`src/rtl/aes_ctl_pkg.sv`:
```
package aes_ctl_pkg;

  localparam int BLK_BYTES = 16;
  localparam int BLK_W     = BLK_BYTES * 8;
  localparam int IDX_W     = $clog2(BLK_BYTES);
  localparam int MODE_W    = 3;

  localparam logic [7:0] ADR_STAT = 8'h82;
  localparam logic [7:0] ADR_CTRL = 8'h83;
  localparam logic [7:0] ADR_WIN0 = 8'h84;
  localparam logic [7:0] ADR_MIRR = 8'h94;

  localparam logic [MODE_W-1:0] MODE_KEYWIN = 3'd1;

  // bit positions inside the control byte
  localparam int CB_REQ  = 7;
  localparam int CB_DIR  = 3;
  localparam int CB_MODE = 4;

  function automatic logic [7:0] pack_status(input logic err, input logic done);
    return {err, 6'b000000, done};
  endfunction

  function automatic logic [7:0] pack_ctrl(input logic [MODE_W-1:0] mode, input logic dir);
    return {1'b0, mode, dir, 3'b000};
  endfunction

  function automatic logic [7:0] blk_byte(input logic [BLK_W-1:0] v, input logic [IDX_W-1:0] i);
    return v[i*8 +: 8];
  endfunction

  function automatic logic [BLK_W-1:0] blk_put(input logic [BLK_W-1:0] v,
                                               input logic [IDX_W-1:0] i,
                                               input logic [7:0] b);
    logic [BLK_W-1:0] r;
    r = v;
    r[i*8 +: 8] = b;
    return r;
  endfunction

endpackage

```
`src/rtl/aes_ctl_decode.sv`:
```
module aes_ctl_decode
  import aes_ctl_pkg::*;
(
  input  logic [7:0]       addr,
  output logic             hit_stat,
  output logic             hit_ctrl,
  output logic             hit_mirr,
  output logic             hit_win,
  output logic             hit_rsvd,
  output logic [IDX_W-1:0] win_idx
);
  localparam logic [7:0] ADR_WINL = ADR_WIN0 + 8'(BLK_BYTES - 1);

  logic [7:0] offs;

  always_comb begin
    offs     = addr - ADR_WIN0;
    hit_stat = (addr == ADR_STAT);
    hit_ctrl = (addr == ADR_CTRL);
    hit_mirr = (addr == ADR_MIRR);
    hit_win  = (addr >= ADR_WIN0) && (addr <= ADR_WINL);
    hit_rsvd = !(hit_stat || hit_ctrl || hit_mirr || hit_win);
    win_idx  = offs[IDX_W-1:0];
  end
endmodule

```
`src/rtl/aes_ctl_timer.sv`:
```
module aes_ctl_timer #(
  parameter int CYC = 384
) (
  input  logic clk,
  input  logic rst_n,
  input  logic clr,
  input  logic start,
  output logic busy,
  output logic expire
);
  localparam int CW = $clog2(CYC + 1);

  logic [CW-1:0] cnt_q;

  always_ff @(posedge clk or negedge rst_n) begin
    if (!rst_n)              cnt_q <= '0;
    else if (clr)            cnt_q <= '0;
    else if (start)          cnt_q <= CW'(CYC);
    else if (cnt_q != '0)    cnt_q <= cnt_q - 1'b1;
  end

  assign busy   = (cnt_q != '0);
  assign expire = (cnt_q == CW'(1));
endmodule

```
`src/rtl/aes_ctl_rdtrack.sv`:
```
module aes_ctl_rdtrack
  import aes_ctl_pkg::*;
(
  input  logic             clk,
  input  logic             rst_n,
  input  logic             clr,
  input  logic             arm,
  input  logic             rd_hit,
  input  logic [IDX_W-1:0] idx,
  input  logic             burst_end,
  output logic             partial
);
  logic [BLK_BYTES-1:0] mask_q, mask_nxt, one_hot;

  always_comb begin
    one_hot  = '0;
    one_hot[idx] = 1'b1;
    mask_nxt = mask_q;
    if (arm && rd_hit) mask_nxt = mask_q | one_hot;
    partial  = burst_end && (mask_nxt != '0) && (mask_nxt != '1);
  end

  always_ff @(posedge clk or negedge rst_n) begin
    if (!rst_n)          mask_q <= '0;
    else if (clr)        mask_q <= '0;
    else if (burst_end)  mask_q <= '0;
    else                 mask_q <= mask_nxt;
  end
endmodule

```
`src/rtl/aes_ctl_regs.sv`:
```
module aes_ctl_regs
  import aes_ctl_pkg::*;
#(
  parameter int CLK_MHZ = 16,
  parameter int PROC_US = 24
) (
  input  logic             clk,
  input  logic             rst_n,
  input  logic             sleep_i,
  input  logic [7:0]       bus_addr,
  input  logic [7:0]       bus_wdata,
  input  logic             bus_wr,
  input  logic             bus_rd,
  input  logic             bus_burst_end,
  output logic [7:0]       bus_rdata,
  output logic             eng_go,
  output logic [BLK_W-1:0] eng_key,
  output logic [BLK_W-1:0] eng_blk,
  output logic [2:0]       eng_mode,
  output logic             eng_decrypt,
  input  logic [BLK_W-1:0] eng_result
);
  localparam int PROC_CYC = CLK_MHZ * PROC_US;

  logic             hit_stat, hit_ctrl, hit_mirr, hit_win, hit_rsvd;
  logic [IDX_W-1:0] win_idx;

  logic [BLK_W-1:0]  key_q, blk_q;
  logic [MODE_W-1:0] mode_q;
  logic              dir_q, done_q, err_q, go_q;

  logic busy, expire_evt, start_evt, busy_hit, partial_evt;
  logic ctrl_sel, ctrl_wr, win_is_key, key_wr, blk_wr, rd_data_win;

  aes_ctl_decode u_dec (
    .addr     (bus_addr),
    .hit_stat (hit_stat),
    .hit_ctrl (hit_ctrl),
    .hit_mirr (hit_mirr),
    .hit_win  (hit_win),
    .hit_rsvd (hit_rsvd),
    .win_idx  (win_idx)
  );

  always_comb begin
    ctrl_sel    = hit_ctrl || hit_mirr;
    busy_hit    = ctrl_sel && (bus_rd || bus_wr) && busy;
    ctrl_wr     = ctrl_sel && bus_wr && !busy;
    start_evt   = ctrl_wr && bus_wdata[CB_REQ];
    win_is_key  = (mode_q == MODE_KEYWIN);
    key_wr      = bus_wr && hit_win && win_is_key;
    blk_wr      = bus_wr && hit_win && !win_is_key;
    rd_data_win = bus_rd && hit_win && !win_is_key;
  end

  aes_ctl_timer #(.CYC(PROC_CYC)) u_tmr (
    .clk    (clk),
    .rst_n  (rst_n),
    .clr    (sleep_i),
    .start  (start_evt),
    .busy   (busy),
    .expire (expire_evt)
  );

  aes_ctl_rdtrack u_trk (
    .clk       (clk),
    .rst_n     (rst_n),
    .clr       (sleep_i || start_evt),
    .arm       (done_q && !busy),
    .rd_hit    (rd_data_win),
    .idx       (win_idx),
    .burst_end (bus_burst_end),
    .partial   (partial_evt)
  );

  always_ff @(posedge clk or negedge rst_n) begin
    if (!rst_n) begin
      key_q  <= '0;
      blk_q  <= '0;
      mode_q <= '0;
      dir_q  <= 1'b0;
      done_q <= 1'b0;
      err_q  <= 1'b0;
      go_q   <= 1'b0;
    end else if (sleep_i) begin
      key_q  <= '0;
      blk_q  <= '0;
      mode_q <= '0;
      dir_q  <= 1'b0;
      done_q <= 1'b0;
      err_q  <= 1'b0;
      go_q   <= 1'b0;
    end else begin
      go_q <= start_evt;
      if (ctrl_wr) begin
        mode_q <= bus_wdata[CB_MODE +: MODE_W];
        dir_q  <= bus_wdata[CB_DIR];
      end
      if (key_wr) key_q <= blk_put(key_q, win_idx, bus_wdata);
      if (expire_evt)  blk_q <= eng_result;
      else if (blk_wr) blk_q <= blk_put(blk_q, win_idx, bus_wdata);
      if (start_evt)       done_q <= 1'b0;
      else if (expire_evt) done_q <= 1'b1;
      if (start_evt)                     err_q <= 1'b0;
      else if (busy_hit || partial_evt)  err_q <= 1'b1;
    end
  end

  always_comb begin
    bus_rdata = 8'h00;
    if (hit_stat)      bus_rdata = pack_status(err_q, done_q);
    else if (ctrl_sel) bus_rdata = pack_ctrl(mode_q, dir_q);
    else if (hit_win)  bus_rdata = win_is_key ? blk_byte(key_q, win_idx)
                                              : blk_byte(blk_q, win_idx);
  end

  assign eng_go      = go_q;
  assign eng_key     = key_q;
  assign eng_blk     = blk_q;
  assign eng_mode    = mode_q;
  assign eng_decrypt = dir_q;
endmodule

```
`config.mk`:
```
export PLATFORM = sky130hd
export DESIGN_NAME = aes_ctl_regs
export DESIGN_NICKNAME = d
export VERILOG_FILES = /design/src/rtl/aes_ctl_pkg.sv /design/src/rtl/aes_ctl_decode.sv /design/src/rtl/aes_ctl_timer.sv /design/src/rtl/aes_ctl_rdtrack.sv /design/src/rtl/aes_ctl_regs.sv
export SDC_FILE = /design/constraint.sdc
export NUM_CORES = 1
export LEC_CHECK = 0
export BUFFER_PORTS_ARGS = -buffer_cell sky130_fd_sc_hd__buf_2
export CAP_MARGIN = 40
export CORE_MARGIN = 5
export CORE_UTILIZATION = 49
export DETAILED_ROUTE_END_ITERATION = 10
export HOLD_SLACK_MARGIN = 0.15
export PLACE_DENSITY_LB_ADDON = 0.08
export SYNTH_ARGS = -nofsm -noshare
export SYNTH_HDL_FRONTEND = slang
export SYNTH_SLANG_ARGS = --single-unit
export TNS_END_PERCENT = 100
```
`constraint.sdc`:
```
create_clock -name clk -period 5.1 [get_ports clk]
set_clock_uncertainty 0.15 [all_clocks]
set_input_delay 1.275 -clock clk [delete_from_list [all_inputs] [get_ports clk]]
set_output_delay 1.275 -clock clk [all_outputs]
set_load 0.01 [all_outputs]
```
==> results of run 1 <==
## per-layer routing
metal / vias to the layer above / GRT usage
met5: - / 0
met4: 0 / 0.152
met3: 201 / 0.0829
met2: 990 / 0.604
met1: 7714 / 0.527
li1: 6552 / -
## worst paths after layout
check	slack, ns	to	startpoint
max reg2reg	1.87	eng_blk[109]	eng_mode[2]
min in group asynchronous	0.66	eng_key[24]	rst_n
max in group asynchronous	3.08	eng_key[2]	rst_n
min	0.35	eng_blk[39]	eng_blk[39]
min reg2reg	0.35	eng_blk[39]	eng_blk[39]
max	0.22	bus_rdata[7]	eng_mode[2]
## cells by family after synthesis
| logic type | synth area share |
|---|---|
| and+or+nand+nor | 0.160 |
| AOI/OAI and AO/OA | 0.161 |
| DFF | 0.450 |
| muxes | 0.175 |
| buffers and inverters | 0.0396 |
| adders and majority gates | 0.0117 |
| xor gates and xnor gates | 0.00219 |
## metrics by stage
stage                     hold slack [ns]  setup WS [ns]
after floorplan                     0.326          0.213
after global placement              0.332          0.299
after detailed placement            0.341          0.278
after CTS                           0.353          0.191
after global routing                0.371         0.0277
final                               0.349          0.218
## power breakdown
group          switching [mW]  internal [mW]  leakage [nW]
combinational            1.05          0.590          5.34
clock                    1.02           1.49         0.573
sequential              0.197           2.46          3.99
total                    2.27           4.54          9.90
## synth_stat cells (7+ instances only)
cell type / instances
nor2b_1: 12
mux2_2: 41
buf_2: 39
nand4_1: 22
nor3_1: 15
a21oi_1: 79
nor4_1: 10
and4_1: 11
inv_1: 7
o31ai_1: 55
nor2_1: 155
nand3_1: 76
nand2_1: 158
nand2b_1: 9
ha_1: 15
o21ai_0: 17
mux4_2: 66
a41oi_1: 13
mux2i_1: 86
buf_1: 15
o2bb2ai_1: 40
dfrtp_1: 288
o22ai_1: 7
clkbuf_1: 81
and3_1: 16
and2_1: 22
a22oi_1: 84
a31oi_1: 27
## flip-flops by register name (all words and copies together) (netlist names)
name,flops
u_tmr.cnt_q,9
eng_key,128
err_q,1
u_trk.mask_q,16
eng_go,1
eng_decrypt,1
eng_mode,3
done_q,1
eng_blk,128
## tightest hold or removal path, stage by stage, from the launching register on
cell,delay [ns]
dfrtp_1,0.35
nand2_1,0.05
o31ai_1,0.06
## what timing repair did
action,CTS,global route
endpoints found under the setup margin,0,2
gates resized for setup,0,2
setup buffers,0,0
## cell type report
type                    instances  area [um2]  area share
clock buffers                  48        1010      0.0512
multi-input cells            1112        8220       0.415
repair buffers                481        2630       0.133
well taps                     442         553      0.0280
inverters                       8        30.0     0.00152
clock inverters                12         133     0.00670
flip-flops and latches        288        7210       0.364
==> flow_summary.ini, run 1 <==
[layout]
layout_commonest_cell = buf_2
fillCellCount = 2901
utilization = 0.611
final_cell_area_um2 = 19800
layout-drive-gt1-share = 0.347
n_antenna_cell = 0
final_cell_mix = buf_2, dfrtp_1, nand2_1
fin_cells = 2391
fin_nets = 2090
area_delta_synth_final_pct = 23.5

[sta]
final.setup.tns_ns = 0
fmax_ghz = 0.205
finalMaxSlewViolations = 0
max_slew.worst_pin.slew_ns = 0.929
layout_min_cycle_time_ns = 4.88
max-slew-margin-rel = 0.376
rsz0062_at_grt = no
final_hold_viol_count = 0
setup-violations-final = 0
period_share = 0.957

[yosys]
synthArstFlopShare = 1.00
synth-seq-area-share = 0.450
synth_top_area_share = 0.450
syn_inst = 1548
synth_cell_types = 70
syn_nets = 1713
ys_ff_latch = 288
synth_area_leaders = dfrtp_1, mux4_2, mux2i_1, a22oi_1, nand2_1
avgSynthCellArea_um2 = 10.3
ys.flop_type = dfrtp_1
syn-cell-area_um2 = 16000
ys_warn_count = 0
yosysTopAreaCell = dfrtp_1
synth-edff-count = 0

[hold_path]
whs_path_depth = 2
hold_class = register to register

[clocking]
cts_tree = done
htree_levels = 2
path_clk_slew_ns = 0.06
cts_max_path_buffers = 3
clkSinkCount = 288
cts-buffers-inserted = 34
clk_latency_ns = 0.52
postCtsHoldBufs = 0
cts_root_buf = clkbuf_16

[global_routing]
grt_pass1_vias = 15100
grt_overflow_total = 0
antenna_found_initial = 0
grt_pass1_wl_um = 104000
grtUsageTotal = 0.385
grt_max_degree = 109

[critical_path]
max_stage_delay_ns = 0.65
crit_family = compound AO/OA/AOI/OAI gates
crit_path_start_kind = register
worstPathCellList = or3b_4, buf_12, buf_4, mux4_2, mux2i_1, a2111oi_1, a22o_1, buf_2
worst-path-buf-inv = 3
arrival_ns = 3.46
reg2reg_depth = 6
end_kind = primary output
critical_path.max_fanout = 25
critPathKind = register to primary output
worst_ep_required_time_ns = 3.67
crit_slowest_cell = or3b_4
crit_cells = 8

[routing]
postRouteAntennaNets = 0
dr_wl_met2_um = 33200
wl_um = 71300
vias_per_cell = 6.46
drt_iter0_drc = 1860
top_layer_used = met4
drc = 0
first_pass_iters = 7
wl_met1_um = 27800
routed-via-count = 15500
dr_wl_met3_um = 6770
avgRoutedWirePerCell_um = 29.8

[place]
post_dp_cell_area_um2 = 18600
port_buffers = 418
gp_congestion = 0.967
hpwl_um = 53400
dp_cells = 2331

[power_and_ir_drop]
peakVddDrop_mv = 0.255
p_leak_nw = 9.90
cellPowerDensity_nw_per_um2 = 344
power_mw = 6.81

[floorplan]
ioPinCount = 419
die_x_um = 191
dieArea_um2 = 36400
fp.dieH_um = 191
rows = 66
core-area_um2 = 32400
start_util = 0.495

[flow_run]
max_cap_viol_count = 0

[status]
status = finished clean
Power figures use the tool's default switching activity.
==> run 2: changes to the inputs <==
--- a/config.mk
+++ b/config.mk
@@ -5,9 +5,10 @@
 export SDC_FILE = /design/constraint.sdc
 export NUM_CORES = 1
 export LEC_CHECK = 0
+export ABC_AREA = 1
 export BUFFER_PORTS_ARGS = -buffer_cell sky130_fd_sc_hd__buf_2
 export CAP_MARGIN = 40
-export CORE_MARGIN = 5
+export CORE_MARGIN = 2
 export CORE_UTILIZATION = 49
 export DETAILED_ROUTE_END_ITERATION = 10
 export HOLD_SLACK_MARGIN = 0.15
==> run 2 against run 1 <==
First-iteration DRC count grew 16%. Combinational power increased by 41%. Die area shrank 4.3%.
==> flow_summary.ini, run 2 <==
[routing]
vias_per_cell = 6.15
postRouteAntennaNets = 0
first_pass_iters = 5
wl_um = 74200
routed-via-count = 18300
drc = 0
drt_iter0_drc = 2164
avgRoutedWirePerCell_um = 25.0

[yosys]
ys.flop_type = dfrtp_1
synth_area_leaders = dfrtp_1, nand2_1, o21ai_0, inv_1, a21oi_1
synthArstFlopShare = 1.00
avgSynthCellArea_um2 = 7.61
ys_warn_count = 0
ys_ff_latch = 288
yosysTopAreaCell = dfrtp_1
synth_cell_types = 38
synth_most_common_cell = nand2_1
syn_nets = 2315
syn_inst = 2150
syn-cell-area_um2 = 16400
synth_top_area_share = 0.441
synth-seq-area-share = 0.441
synth-edff-count = 0
synth_commonest_cells = nand2_1, dfrtp_1, o21ai_0

[sta]
layout_min_cycle_time_ns = 5.01
max-slew-margin-rel = 0.350
finalMaxSlewViolations = 0
final_hold_viol_count = 0
fmax_ghz = 0.200
final.setup.tns_ns = 0
rsz0062_at_grt = no
period_share = 0.982
setup-violations-final = 0
max_slew.worst_pin.slew_ns = 0.976

[place]
hpwl_um = 53500
gp_congestion = 0.990
port_buffers = 418

[status]
status = finished clean

[critical_path]
end_kind = primary output
critical_path.max_fanout = 4
max_stage_delay_ns = 0.44
crit_slowest_cell = nor3_1
worstPathCellList = buf_2, inv_1, ha_1, nand2_1, clkinv_1, nand3_1, nand2_1, nand2_2, nor3_1, buf_4, inv_1, nor3_1, buf_2
reg2reg_depth = 8
worst_ep_required_time_ns = 3.67
r2r_start = eng_mode[1]
arrival_ns = 3.58
rrSetupSlack_ns = 1.40
crit_path_start_kind = primary input
critPathKind = primary input to primary output
worstReg2RegEnd = eng_key[64]

[clocking]
path_clk_slew_ns = 0.06
clkSinkCount = 288
cts_max_path_buffers = 3
cts-buffers-inserted = 31
postCtsHoldBufs = 0
clk_latency_ns = 0.58
htree_levels = 1
cts_tree = done
cts_root_buf = clkbuf_16

[layout]
layout_commonest_cell = buf_2
fillCellCount = 3114
n_antenna_cell = 0
final_cell_mix = buf_2, nand2_1, dfrtp_1
area_delta_synth_final_pct = 22.1
fin_nets = 2676
layout-drive-gt1-share = 0.220

[power_and_ir_drop]
peakVddDrop_mv = 0.309
cellPowerDensity_nw_per_um2 = 378
p_leak_nw = 9.82
power_mw = 7.56

[hold_path]
hold-path-endpoint = u_trk.mask_q[14]
hold_class = register to register
whs_path_depth = 2
worstHoldStart = u_trk.mask_q[14]

[floorplan]
core-area_um2 = 32700
start_util = 0.500
ioPinCount = 419
rows = 66
fp.dieH_um = 187
die_x_um = 187
dieArea_um2 = 34800

[global_routing]
grt_max_degree = 113
grt_pass1_vias = 17600
antenna_found_initial = 1
grtUsageTotal = 0.416
grt_overflow_total = 0
grt_pass1_wl_um = 110000

[flow_run]
max_cap_viol_count = 0
-- run 2: cell count changes in the layout (fill, tap and decap cells not counted), moves of 43 or more --
| cell | previous run | this run |
|---|---|---|
| o2111ai_1 | 1 | 44 |
| nand2_1 | 158 | 399 |
| mux2i_1 | 86 | 0 |
| a21oi_1 | 79 | 157 |
| mux4_2 | 66 | 0 |
| o211ai_1 | 2 | 45 |
| o21ai_0 | 17 | 279 |
| inv_1 | 7 | 237 |
| nand3_1 | 76 | 144 |
| a22oi_1 | 84 | 0 |
-- run 2: what timing repair did --
action                                 in CTS  in global routing
setup endpoints to repair                   8                  0
resized for setup                           3                  0
setup buffers                               3                  0
endpoints found under the hold margin       0                  0
-- run 2: kinds of logic (layout without fill, tap and decap cells) --
kind of cell / count (synthesis) / in the layout / share of synthesized area
fa+ha+maj: 15 / 15 / 0.0115
simple gates: 739 / 740 / 0.191
xor+xnor: 2 / 2 / 0.00107
flops: 288 / 288 / 0.441
compound gates: 710 / 710 / 0.261
buf+inv: 396 / 776 / 0.0947
-- run 2: layout make-up --
| class | count | area (um2) | area share |
|---|---|---|---|
| flip-flops and latches | 288 | 7210 | 0.361 |
| inverters | 252 | 956 | 0.0479 |
| clock inverters | 9 | 149 | 0.00746 |
| well taps | 442 | 553 | 0.0277 |
| clock buffers | 44 | 895 | 0.0448 |
| repair buffers | 471 | 2580 | 0.129 |
| multi-input cells | 1467 | 7630 | 0.382 |
-- run 2: metrics by stage --
| step | instances | hold slack (ns) | instance area, um2 | setup slack [ns] | utilization |
|---|---|---|---|---|---|
| after floorplan | 2150 | 0.321 | 16400 | 0.108 | - |
| after global placement | 2912 | 0.339 | 18900 | 0.224 | 0.577 |
| after detailed placement | 2915 | 0.344 | 18900 | 0.221 | 0.577 |
| after CTS | 2972 | 0.360 | 20000 | 0.207 | 0.610 |
| after global routing | 2973 | 0.385 | 20000 | 0.0147 | 0.611 |
| final | 2973 | 0.361 | 20000 | 0.0919 | 0.611 |
-- run 2: worst max-delay path by stage --
stage / from / end / slack [ns] / depth (start not counted)
6_report: bus_addr[3] / bus_rdata[2] / 0.09 / 13
5_1_grt: bus_addr[3] / bus_rdata[2] / 0.01 / 13
4_1_cts: bus_addr[3] / bus_rdata[2] / 0.21 / 13
3_5_place_dp: bus_addr[3] / bus_rdata[2] / 0.22 / 13
3_3_place_gp: bus_addr[3] / bus_rdata[2] / 0.22 / 13
2_1_floorplan: bus_addr[0] / bus_rdata[3] / 0.11 / 12
-- run 2: power breakdown --
part / internal, mW / switching [mW]
sequential: 2.58 / 0.284
clock: 1.41 / 0.977
combinational: 0.714 / 1.59
-- run 2: critical path: cells and delay by family --
kind	cells	cell delay, ns
adders and majority gates	1	0.25
buffers and inverters	6	0.83
and+or+nand+nor	6	1.22
-- run 2: routing by layer --
layer,track usage,vias up,part of all wire
li1,-,8120,-
met1,0.556,8660,0.38
met2,0.624,1253,0.44
met3,0.0963,252,0.12
met4,0.231,2,0.064
met5,0,-,0.00019
==> run 3: changes to the inputs <==
--- a/config.mk
+++ b/config.mk
@@ -9,10 +9,12 @@
 export BUFFER_PORTS_ARGS = -buffer_cell sky130_fd_sc_hd__buf_2
 export CAP_MARGIN = 40
 export CORE_MARGIN = 2
-export CORE_UTILIZATION = 49
+export CORE_UTILIZATION = 50
 export DETAILED_ROUTE_END_ITERATION = 10
+export GPL_ROUTABILITY_DRIVEN = 0
 export HOLD_SLACK_MARGIN = 0.15
 export PLACE_DENSITY_LB_ADDON = 0.08
+export SLEW_MARGIN = 40
 export SYNTH_ARGS = -nofsm -noshare
 export SYNTH_HDL_FRONTEND = slang
 export SYNTH_SLANG_ARGS = --single-unit
==> constraint.sdc (replaced) <==
create_clock -name clk -period 6.4 [get_ports clk]
set_clock_uncertainty 0.15 [all_clocks]
set_input_delay 1.6 -clock clk [delete_from_list [all_inputs] [get_ports clk]]
set_output_delay 1.6 -clock clk [all_outputs]
set_load 0.01 [all_outputs]
==> run 3 against run 2 <==
Register-to-register slack improved by 1.5 ns. Clock power decreased by 16%. Worst setup slack improved by 0.13 ns. Global-route usage decreased by 0.35 points. Sequential share of layout area increased by 0.12 points. Utilization increased by 0.42 points. Cell count decreased by 0.50%. First-iteration DRC count decreased by 0.51%. Cell area decreased by 0.33%. Sequential cell count unchanged. Critical path depth decreased by 1. Clock-buffer cell count increased by 10. Critical path type unchanged. Largest power group unchanged. Highest routed layer is now met4.
==> flow_summary.ini, run 3 (synthesis gave the netlist of run 2 again) <==
[status]
status = finished clean

[layout]
layout_commonest_cell = buf_2
final_cell_mix = buf_2, nand2_1, dfrtp_1
area_delta_synth_final_pct = 21.7
layout-drive-gt1-share = 0.217
n_antenna_cell = 0
fin_nets = 2658

[place]
hpwl_um = 51900
port_buffers = 418

[critical_path]
max_stage_delay_ns = 0.65
arrival_ns = 4.43
crit_path_start_kind = primary input
critical_path.max_fanout = 15
crit_slowest_cell = o31ai_1
critPathKind = primary input to primary output
end_kind = primary output
worstPathCellList = buf_2, inv_2, ha_1, nand2_1, clkinv_1, nand3_1, nand2_1, nand2_2, nor3_1, inv_1, o31ai_1, buf_2
worst_ep_required_time_ns = 4.65

[sta]
rsz0062_at_grt = no
period_share = 0.965
setup-violations-final = 0
max_slew.worst_pin.slew_ns = 0.873
layout_min_cycle_time_ns = 6.18
finalMaxSlewViolations = 0
final_hold_viol_count = 0
holdWs_ns = 0.351
final.setup.tns_ns = 0
fmax_ghz = 0.162
max-slew-margin-rel = 0.418

[clocking]
clk_latency_ns = 0.51
postCtsHoldBufs = 0
cts-buffers-inserted = 34
postCtsSetupRepairBufs = 0
htree_levels = 2
path_clk_slew_ns = 0.06
cts_root_buf = clkbuf_16
cts_tree = done
clkSinkCount = 288
ctsResizeCount = 0
cts_max_path_buffers = 3

[power_and_ir_drop]
p_leak_nw = 9.77
peakVddDrop_mv = 0.192
cellPowerDensity_nw_per_um2 = 307

[routing]
dr_wl_met3_um = 9080
wl_met1_um = 26300
vias_per_cell = 6.23
dr_wl_met2_um = 31700
drc = 0
avgRoutedWirePerCell_um = 24.3
postRouteAntennaNets = 0
drt_iter0_drc = 2153
routed-via-count = 18400
wl_um = 71900
top_layer_used = met4
first_pass_iters = 8

[floorplan]
rows = 66
dieArea_um2 = 34200
start_util = 0.505
core-area_um2 = 32400
fp.dieH_um = 185
ioPinCount = 419
die_x_um = 185

[global_routing]
grt_pass1_vias = 17000
antenna_found_initial = 0
grt_pass1_wl_um = 105000
grt_max_degree = 155
grt_overflow_total = 0
grtUsageTotal = 0.412

[hold_path]
hold_class = register to register

[flow_run]
max_cap_viol_count = 0
run 3: layout make-up:
type                    instances  area [um2]
fillers                      3057       12500
repair buffers                451        2420
clock buffers                  54        1060
inverters                     252         951
multi-input cells            1466        7630
well taps                     442         553
clock inverters                 5        78.8
flip-flops and latches        288        7210
run 3: power by group:
group,switching [mW],internal (mW)
sequential,0.238,2.06
clock,0.785,1.21
combinational,1.26,0.558
total,2.28,3.83
run 3: final timing paths:
check | depth (start not counted) | start | endpoint | slack (ns)
worst max-delay path | 12 | bus_addr[2] | bus_rdata[6] | 0.22
worst min-delay path | 1 | u_tmr.cnt_q[2] | u_tmr.cnt_q[2] | 0.35
worst max register to register | 13 | u_tmr.cnt_q[4] | eng_blk[8] | 2.85
worst min register to register | 1 | u_tmr.cnt_q[2] | u_tmr.cnt_q[2] | 0.35
max in group asynchronous | 3 | rst_n | eng_key[37] | 3.91
min in group asynchronous | 1 | rst_n | u_tmr.cnt_q[5] | 0.82
run 3: metal layers:
metal / vias to the layer above / GRT usage
li1: 8102 / -
met2: 1309 / 0.623
met1: 8737 / 0.531
met4: 0 / 0.241
met3: 266 / 0.114
met5: - / 0
run 3: through the flow:
stage / util / cells / worst slack, ns / instance area, um2 / power [mW]
floorplan: - / 2150 / 0.643 / 16400 / 3.29
global placement: 0.578 / 2898 / 0.545 / 18700 / 4.05
detailed placement: 0.579 / 2898 / 0.480 / 18700 / 4.08
CTS: 0.614 / 2957 / 0.466 / 19900 / 6.05
global route: 0.615 / 2958 / 0.109 / 19900 / 6.37
finish: 0.615 / 2958 / 0.223 / 19900 / 6.10
run 3: worst max-delay path: cells and delay by family:
family / cells / cell delay [ns]
and+or+nand+nor: 5 / 1.00
buffers and inverters: 5 / 0.93
AOI/OAI and AO/OA: 1 / 0.65
adders and majority gates: 1 / 0.24
